===== src/rtl/spi_stream_master.sv =====
module spi_stream_master #(
  parameter int DEPTH = 64,
  parameter int HALF  = 2,
  parameter int LENW  = 24
) (
  input  logic        clk,
  input  logic        rst_n,
  input  logic [7:0]  bus_addr,
  input  logic        bus_wr,
  input  logic        bus_rd,
  input  logic [31:0] bus_wdata,
  output logic [31:0] bus_rdata,
  output logic        irq,
  output logic        sclk,
  output logic        mosi,
  input  logic        miso,
  output logic        cs_n
);
  localparam int AW = $clog2(DEPTH);
  localparam int CW = AW + 1;
  localparam int HW = (HALF > 1) ? $clog2(HALF) : 1;
  localparam logic [CW-1:0] FULL = CW'(DEPTH);
  localparam logic [CW-1:0] HI   = CW'(DEPTH * 3 / 4);
  localparam logic [CW-1:0] LO   = CW'(DEPTH / 4);
  localparam int B_RXHI = 4, B_TXLO = 12, B_DONE = 16, B_OVF = 20, B_HOLD = 18, B_GO = 10;
  localparam logic [31:0] SMASK = 32'h0011_1010;
  localparam logic [7:0] A_RXD = 8'h00, A_TXD = 8'h04, A_CTL = 8'h08, A_IEN = 8'h0c,
                         A_STS = 8'h10, A_LEN = 8'h24, A_LVL = 8'h28;

  logic [7:0]      txm [DEPTH];
  logic [7:0]      rxm [DEPTH];
  logic [AW-1:0]   tx_wp, tx_rp, rx_wp, rx_rp;
  logic [CW-1:0]   tx_cnt, rx_cnt;
  logic            hold, busy, loaded;
  logic [LENW-1:0] len, left;
  logic [31:0]     ien, sts, sset, sclr;
  logic [7:0]      sh, rsh;
  logic [3:0]      ph;
  logic [HW-1:0]   dc;

  wire wr_tx   = bus_wr && bus_addr == A_TXD;
  wire tx_push = wr_tx && tx_cnt != FULL;
  wire tx_ovf  = wr_tx && tx_cnt == FULL;
  wire rx_pop  = bus_rd && bus_addr == A_RXD && rx_cnt != '0;
  wire start   = bus_wr && bus_addr == A_CTL && bus_wdata[B_GO] && !busy;
  wire can_go  = busy && !loaded && left != '0 && tx_cnt != '0 && !(hold && rx_cnt == FULL);
  wire tick    = busy && loaded && dc == HW'(HALF - 1);
  wire rx_push = tick && ph == 4'd15 && rx_cnt != FULL;
  wire finish  = busy && !loaded && left == '0;

  assign cs_n = ~busy;
  assign mosi = sh[7];
  assign irq  = |(sts & ien);

  always_ff @(posedge clk) begin
    if (tx_push) txm[tx_wp] <= bus_wdata[7:0];
    if (rx_push) rxm[rx_wp] <= rsh;
  end

  always_ff @(posedge clk or negedge rst_n) begin
    if (!rst_n) begin
      tx_wp <= '0; tx_rp <= '0; rx_wp <= '0; rx_rp <= '0;
      tx_cnt <= '0; rx_cnt <= '0;
    end else begin
      if (tx_push) tx_wp <= tx_wp + 1'b1;
      if (can_go)  tx_rp <= tx_rp + 1'b1;
      if (rx_push) rx_wp <= rx_wp + 1'b1;
      if (rx_pop)  rx_rp <= rx_rp + 1'b1;
      tx_cnt <= tx_cnt + CW'(tx_push) - CW'(can_go);
      rx_cnt <= rx_cnt + CW'(rx_push) - CW'(rx_pop);
    end
  end

  always_ff @(posedge clk or negedge rst_n) begin
    if (!rst_n) begin
      busy <= 1'b0; loaded <= 1'b0; left <= '0; ph <= '0; dc <= '0;
      sh <= '0; rsh <= '0; sclk <= 1'b0;
    end else begin
      if (start)       begin busy <= 1'b1; left <= len; end
      else if (finish) busy <= 1'b0;
      if (can_go) begin
        loaded <= 1'b1; sh <= txm[tx_rp]; ph <= '0; dc <= '0;
      end else if (busy && loaded) begin
        dc <= tick ? '0 : dc + 1'b1;
        if (tick) begin
          ph <= ph + 1'b1;
          if (!ph[0]) begin sclk <= 1'b1; rsh <= {rsh[6:0], miso}; end
          else        begin sclk <= 1'b0; sh <= {sh[6:0], 1'b0}; end
          if (ph == 4'd15) begin loaded <= 1'b0; left <= left - LENW'(1); end
        end
      end
    end
  end

  always_comb begin
    sset = '0;
    sset[B_RXHI] = rx_cnt >= HI;
    sset[B_TXLO] = tx_cnt <= LO;
    sset[B_DONE] = finish;
    sset[B_OVF]  = tx_ovf;
    sclr = (bus_wr && bus_addr == A_STS) ? (bus_wdata & SMASK) : '0;
  end

  always_ff @(posedge clk or negedge rst_n) begin
    if (!rst_n) begin
      hold <= 1'b0; len <= '0; ien <= '0; sts <= '0;
    end else begin
      if (bus_wr && bus_addr == A_CTL) hold <= bus_wdata[B_HOLD];
      if (bus_wr && bus_addr == A_LEN) len <= bus_wdata[LENW-1:0];
      if (bus_wr && bus_addr == A_IEN) ien <= bus_wdata & SMASK;
      sts <= (sts & ~sclr) | sset;
    end
  end

  always_comb begin
    bus_rdata = '0;
    case (bus_addr)
      A_RXD: if (rx_cnt != '0) bus_rdata[7:0] = rxm[rx_rp];
      A_CTL: begin bus_rdata[B_HOLD] = hold; bus_rdata[B_GO] = busy; end
      A_IEN: bus_rdata = ien;
      A_STS: bus_rdata = sts;
      A_LEN: bus_rdata[LENW-1:0] = len;
      A_LVL: begin bus_rdata[0 +: CW] = rx_cnt; bus_rdata[16 +: CW] = tx_cnt; end
      default: bus_rdata = '0;
    endcase
  end

  a_r6_hold_when_full: assert property (@(posedge clk) disable iff (!rst_n)
    (busy && !loaded && hold && rx_cnt == FULL) |=> !loaded);
  a_r10_wait_when_dry: assert property (@(posedge clk) disable iff (!rst_n)
    (busy && !loaded && tx_cnt == '0) |=> (!loaded && !sclk));
  a_r8_overflow_sticky: assert property (@(posedge clk) disable iff (!rst_n)
    tx_ovf |=> sts[B_OVF]);
  a_r5_tx_level: assert property (@(posedge clk) disable iff (!rst_n)
    (tx_cnt <= LO) |=> sts[B_TXLO]);
  a_r4_rx_level: assert property (@(posedge clk) disable iff (!rst_n)
    (rx_cnt >= HI) |=> sts[B_RXHI]);
  a_r3_idle_clock: assert property (@(posedge clk) disable iff (!rst_n)
    !busy |-> !sclk);
  a_r12_count_bound: assert property (@(posedge clk) disable iff (!rst_n)
    (tx_cnt <= FULL && rx_cnt <= FULL));
endmodule


===== config.mk =====
export PLATFORM = sky130hd
export DESIGN_NAME = spi_stream_master
export DESIGN_NICKNAME = d
export VERILOG_FILES = /design/src/rtl/spi_stream_master.sv
export SDC_FILE = /design/constraint.sdc
export NUM_CORES = 1
export LEC_CHECK = 0
export BUFFER_PORTS_ARGS = -buffer_cell sky130_fd_sc_hd__buf_2
export CORE_MARGIN = 2
export CORE_UTILIZATION = 45
export DETAILED_ROUTE_END_ITERATION = 8
export GPL_ROUTABILITY_DRIVEN = 0
export GPL_TIMING_DRIVEN = 0
export PLACE_DENSITY = 0.67
export SYNTH_ARGS = -nofsm -noshare
export SYNTH_HDL_FRONTEND = slang
export SYNTH_SLANG_ARGS = --single-unit
export TNS_END_PERCENT = 100

===== constraint.sdc =====
create_clock -name clk -period 3.41 [get_ports clk]
set_input_delay 0.1705 -clock clk [delete_from_list [all_inputs] [get_ports clk]]
set_output_delay 0.1705 -clock clk [all_outputs]
set_load 0.005 [all_outputs]

==> flow_metrics.py <==
metrics = {
    "setup_path": {
        "r2r-end": "rxm[43][2]",
        "crit_type": "reg -> out",
        "critPathRequiredTime_ns": 3.24,
        "critPathArrivalTime_ns": 3.24,
        "critPathLaunchType": "flop",
        "end_kind": "output port",
        "critPathMaxFanout": 10,
        "rr_worst_depth": 8,
        "r2r_slack_ns": 0.02,
        "r2r-start": "ph[0]",
    },
    "detailed_routing": {
        "dr.first_iter.drc_count": 3038,
        "wire_per_inst_um": 26.93,
        "first_pass_iters": 6,
        "drc": 0,
        "antenna_left": 0,
        "vias": 25200,
        "via_per_inst": 5.935,
        "wl_um": 114300,
    },
    "global_route": {
        "grt_pass1_wl_um": 166700,
        "antenna_found_initial": 0,
        "grt_max_degree": 97,
        "grt_pass1_vias": 25250,
        "grt-ovfl-total": 0,
        "track_usage": 0.2182,
    },
    "sta": {
        "slew_violations": 0,
        "tightest_slew_ns": 1.365,
        "fin_worst_skew_ns": 0.02877,
        "finalSetupTns_ns": 0,
        "setup_viol": 0,
        "period_needed_ns": 3.408,
        "maxSlewHeadroom": 0.09007,
        "max_freq_ghz": 0.2935,
        "min_period_over_period": 0.9993,
        "finalHoldViolCount": 0,
        "rsz0062_at_grt": "yes",
    },
    "min_path": {
        "hold-path-endpoint": "tx_wp[1]",
        "min_path_type": "in -> reg",
        "hp-start": "bus_addr[6]",
        "hold_depth": 5,
    },
    "floorplan": {
        "coreArea_mm2": 0.1014,
        "initial_core_util": 0.4525,
        "io_pins": 81,
        "num_rows": 117,
        "die_w_um": 323.4,
        "die_h_um": 323.4,
        "die-area_mm2": 0.1046,
    },
    "yosys": {
        "ys_ff_latch": 1143,
        "synth_commonest_cells": "edfxtp_1, mux4_2, nor2_1",
        "synth_edf_count": 1024,
        "synth_cell_types": 69,
        "synth.avg_cell_area_um2": 18.20,
        "yosysSeqAreaShare": 0.7347,
        "syn_area_mm2": 0.04591,
        "synth.area.top_cells": "edfxtp_1, mux4_2, dfrtp_1, mux2i_1, mux2_2",
        "synth.most_common_cell": "edfxtp_1",
        "ys_warn_count": 0,
        "synthArstFlopShare": 0.1041,
        "synth_ff_type": "edfxtp_1",
        "synth_top_area_share": 0.6698,
        "yosys.area.top_type": "edfxtp_1",
        "synth_cells": 2522,
    },
    "status": {
        "outcome": "completed",
    },
    "clock_tree": {
        "clk_latency_ns": 0.73,
        "clock-root-buffer": "clkbuf_16",
        "clock_path_buffers": 3,
        "h-tree-depth": 3,
        "clkSlewWorstSetupHoldPaths_ns": 0.07,
        "cts_buffers": 114,
        "cts_sinks": 1143,
        "cts_tree": "done",
    },
    "power_and_ir_drop": {
        "peakVddDrop_v": 0.0007195,
        "pwr_density_cell_mw_per_mm2": 616.1,
        "leakage_nw": 17.21,
    },
    "finish": {
        "diodes": 0,
        "syn_to_final_growth_pct": 16.30,
        "fin_util": 0.5263,
        "final_layout_size_suffix_gt1_frac": 0.2693,
        "nNetsFinal": 2854,
    },
    "placed_design": {
        "portBuffers": 64,
        "hpwl_um": 74360,
    },
    "flow_run": {
        "maxCapViolCount": 0,
    },
}
layout make-up:
class	count	area, um^2
fill	7888	48060
buffer	139	977.2
inverter	36	135.1
timing repair buffer	138	1135
multi-input combinational	1208	11940
clock inverter	60	634.4
clock buffer	154	3114
tap	1368	1712
sequential	1143	33740
where the power goes:
| group | total [mW] | internal [mW] | switching, mW |
|---|---|---|---|
| Sequential | 16.9 | 16.4 | 0.545 |
| Combinational | 3.48 | 1.40 | 2.08 |
| Clock | 12.5 | 7.17 | 5.33 |
how the worst max path moves through the flow:
stage | start | endpoint | slack [ns] | cells past startpoint
after global routing | left[13] | tx_cnt[6] | -0.10 | 14
after CTS | tx_cnt[5] | txm[21][3] | -0.20 | 6
final | rx_rp[0] | bus_rdata[1] | 0.002 | 9
after floorplan | ph[0] | rx_cnt[6] | 0.16 | 17
after detailed placement | rx_rp[2] | bus_rdata[0] | -0.97 | 9
after global placement | rx_rp[2] | bus_rdata[0] | -0.93 | 9
per-layer routing:
metal  vias up  global-route usage  share of wire
met3       181             0.03857          0.078
met5         -                   0              0
li1      10650                   -              -
met2      1205              0.3636           0.50
met1     13160              0.2976           0.40
met4         0             0.05819          0.025
what timing repair did:
item | in CTS | in global routing
gates resized for setup | 211 | 61
setup buffers | 23 | 17
pin swaps | 8 | 14
hold buffers | 24 | 0
endpoints found under the hold margin | 146 | 0
gates cloned | 0 | 1
setup endpoints to repair | 793 | 471
cell families (layout without fill, tap and decap cells):
group,count (synthesis),count (layout),synth area share
muxes,411,411,0.1457
buffers and inverters,178,527,0.01712
xor gates and xnor gates,33,33,0.006296
DFF,1143,1143,0.7347
AOI/OAI and AO/OA,302,302,0.04434
other,1,8,0.00008169
and+or+nand+nor,425,425,0.04353
adders and majority gates,29,29,0.008231
per-stage QoR:
step	cell area, um^2	power, mW	worst slack (ns)	std cells	hold slack, ns
after detailed placement	48180	20.38	-0.9723	3970	0.06782
after CTS	53050	32.88	-0.1958	4228	0.03493
final	53390	32.89	0.002463	4246	0.09968
after global routing	53390	33.89	-0.1010	4246	0.1233
after global placement	47970	20.06	-0.9297	3961	0.4010
after floorplan	45930	18.91	0.1587	2529	-0.1251
layout by cell type (no fill, tap or decap), types with 10 or more instances in the layout:
master,Yosys,final
edfxtp_1,1024,1024
mux4_2,199,199
nor2_1,194,141
mux2i_1,143,131
clkbuf_16,0,116
dfrtp_1,119,105
clkbuf_1,69,81
nand2_1,82,80
buf_2,34,80
mux2_2,69,69
a21oi_1,62,58
buf_4,14,58
nor2_2,0,51
o21ai_0,53,42
inv_1,36,36
o22ai_1,35,35
a22oi_1,32,32
nand3_1,27,25
ha_1,27,24
clkinv_2,0,23
dlygate4sd3_1,0,23
xnor2_1,21,21
o221ai_1,28,21
nor3_1,21,18
buf_12,0,17
a211oi_1,17,17
clkinv_1,0,16
nor2b_1,15,14
nand4_1,14,14
dfrtp_2,0,14
xor2_1,12,12
clkbuf_8,1,12
a22o_1,11,11
buf_1,22,11
and2_1,10,10
clkbuf_2,0,10
bufinv_16,0,10
critical path: stages (launching register included):
cell	delay, ns
dfrtp_2	0.43
buf_12	0.14
buf_16	0.15
buf_12	0.18
mux4_2	0.56
a21oi_1	0.17
o21ai_0	0.19
a31oi_4	0.37
o21ai_2	0.14
buf_2	0.15
sequential cells by signal, summed over array words and instances, names as in the netlist, 6 cells and up:
register and count:
tx_cnt 7, sh 8, rxm 512, tx_wp 6
tx_rp 6, left 24, rx_rp 6, txm 512
rsh 8, rx_cnt 7, len 24, rx_wp 6
Note: power is estimated with default switching activity, not from simulation.
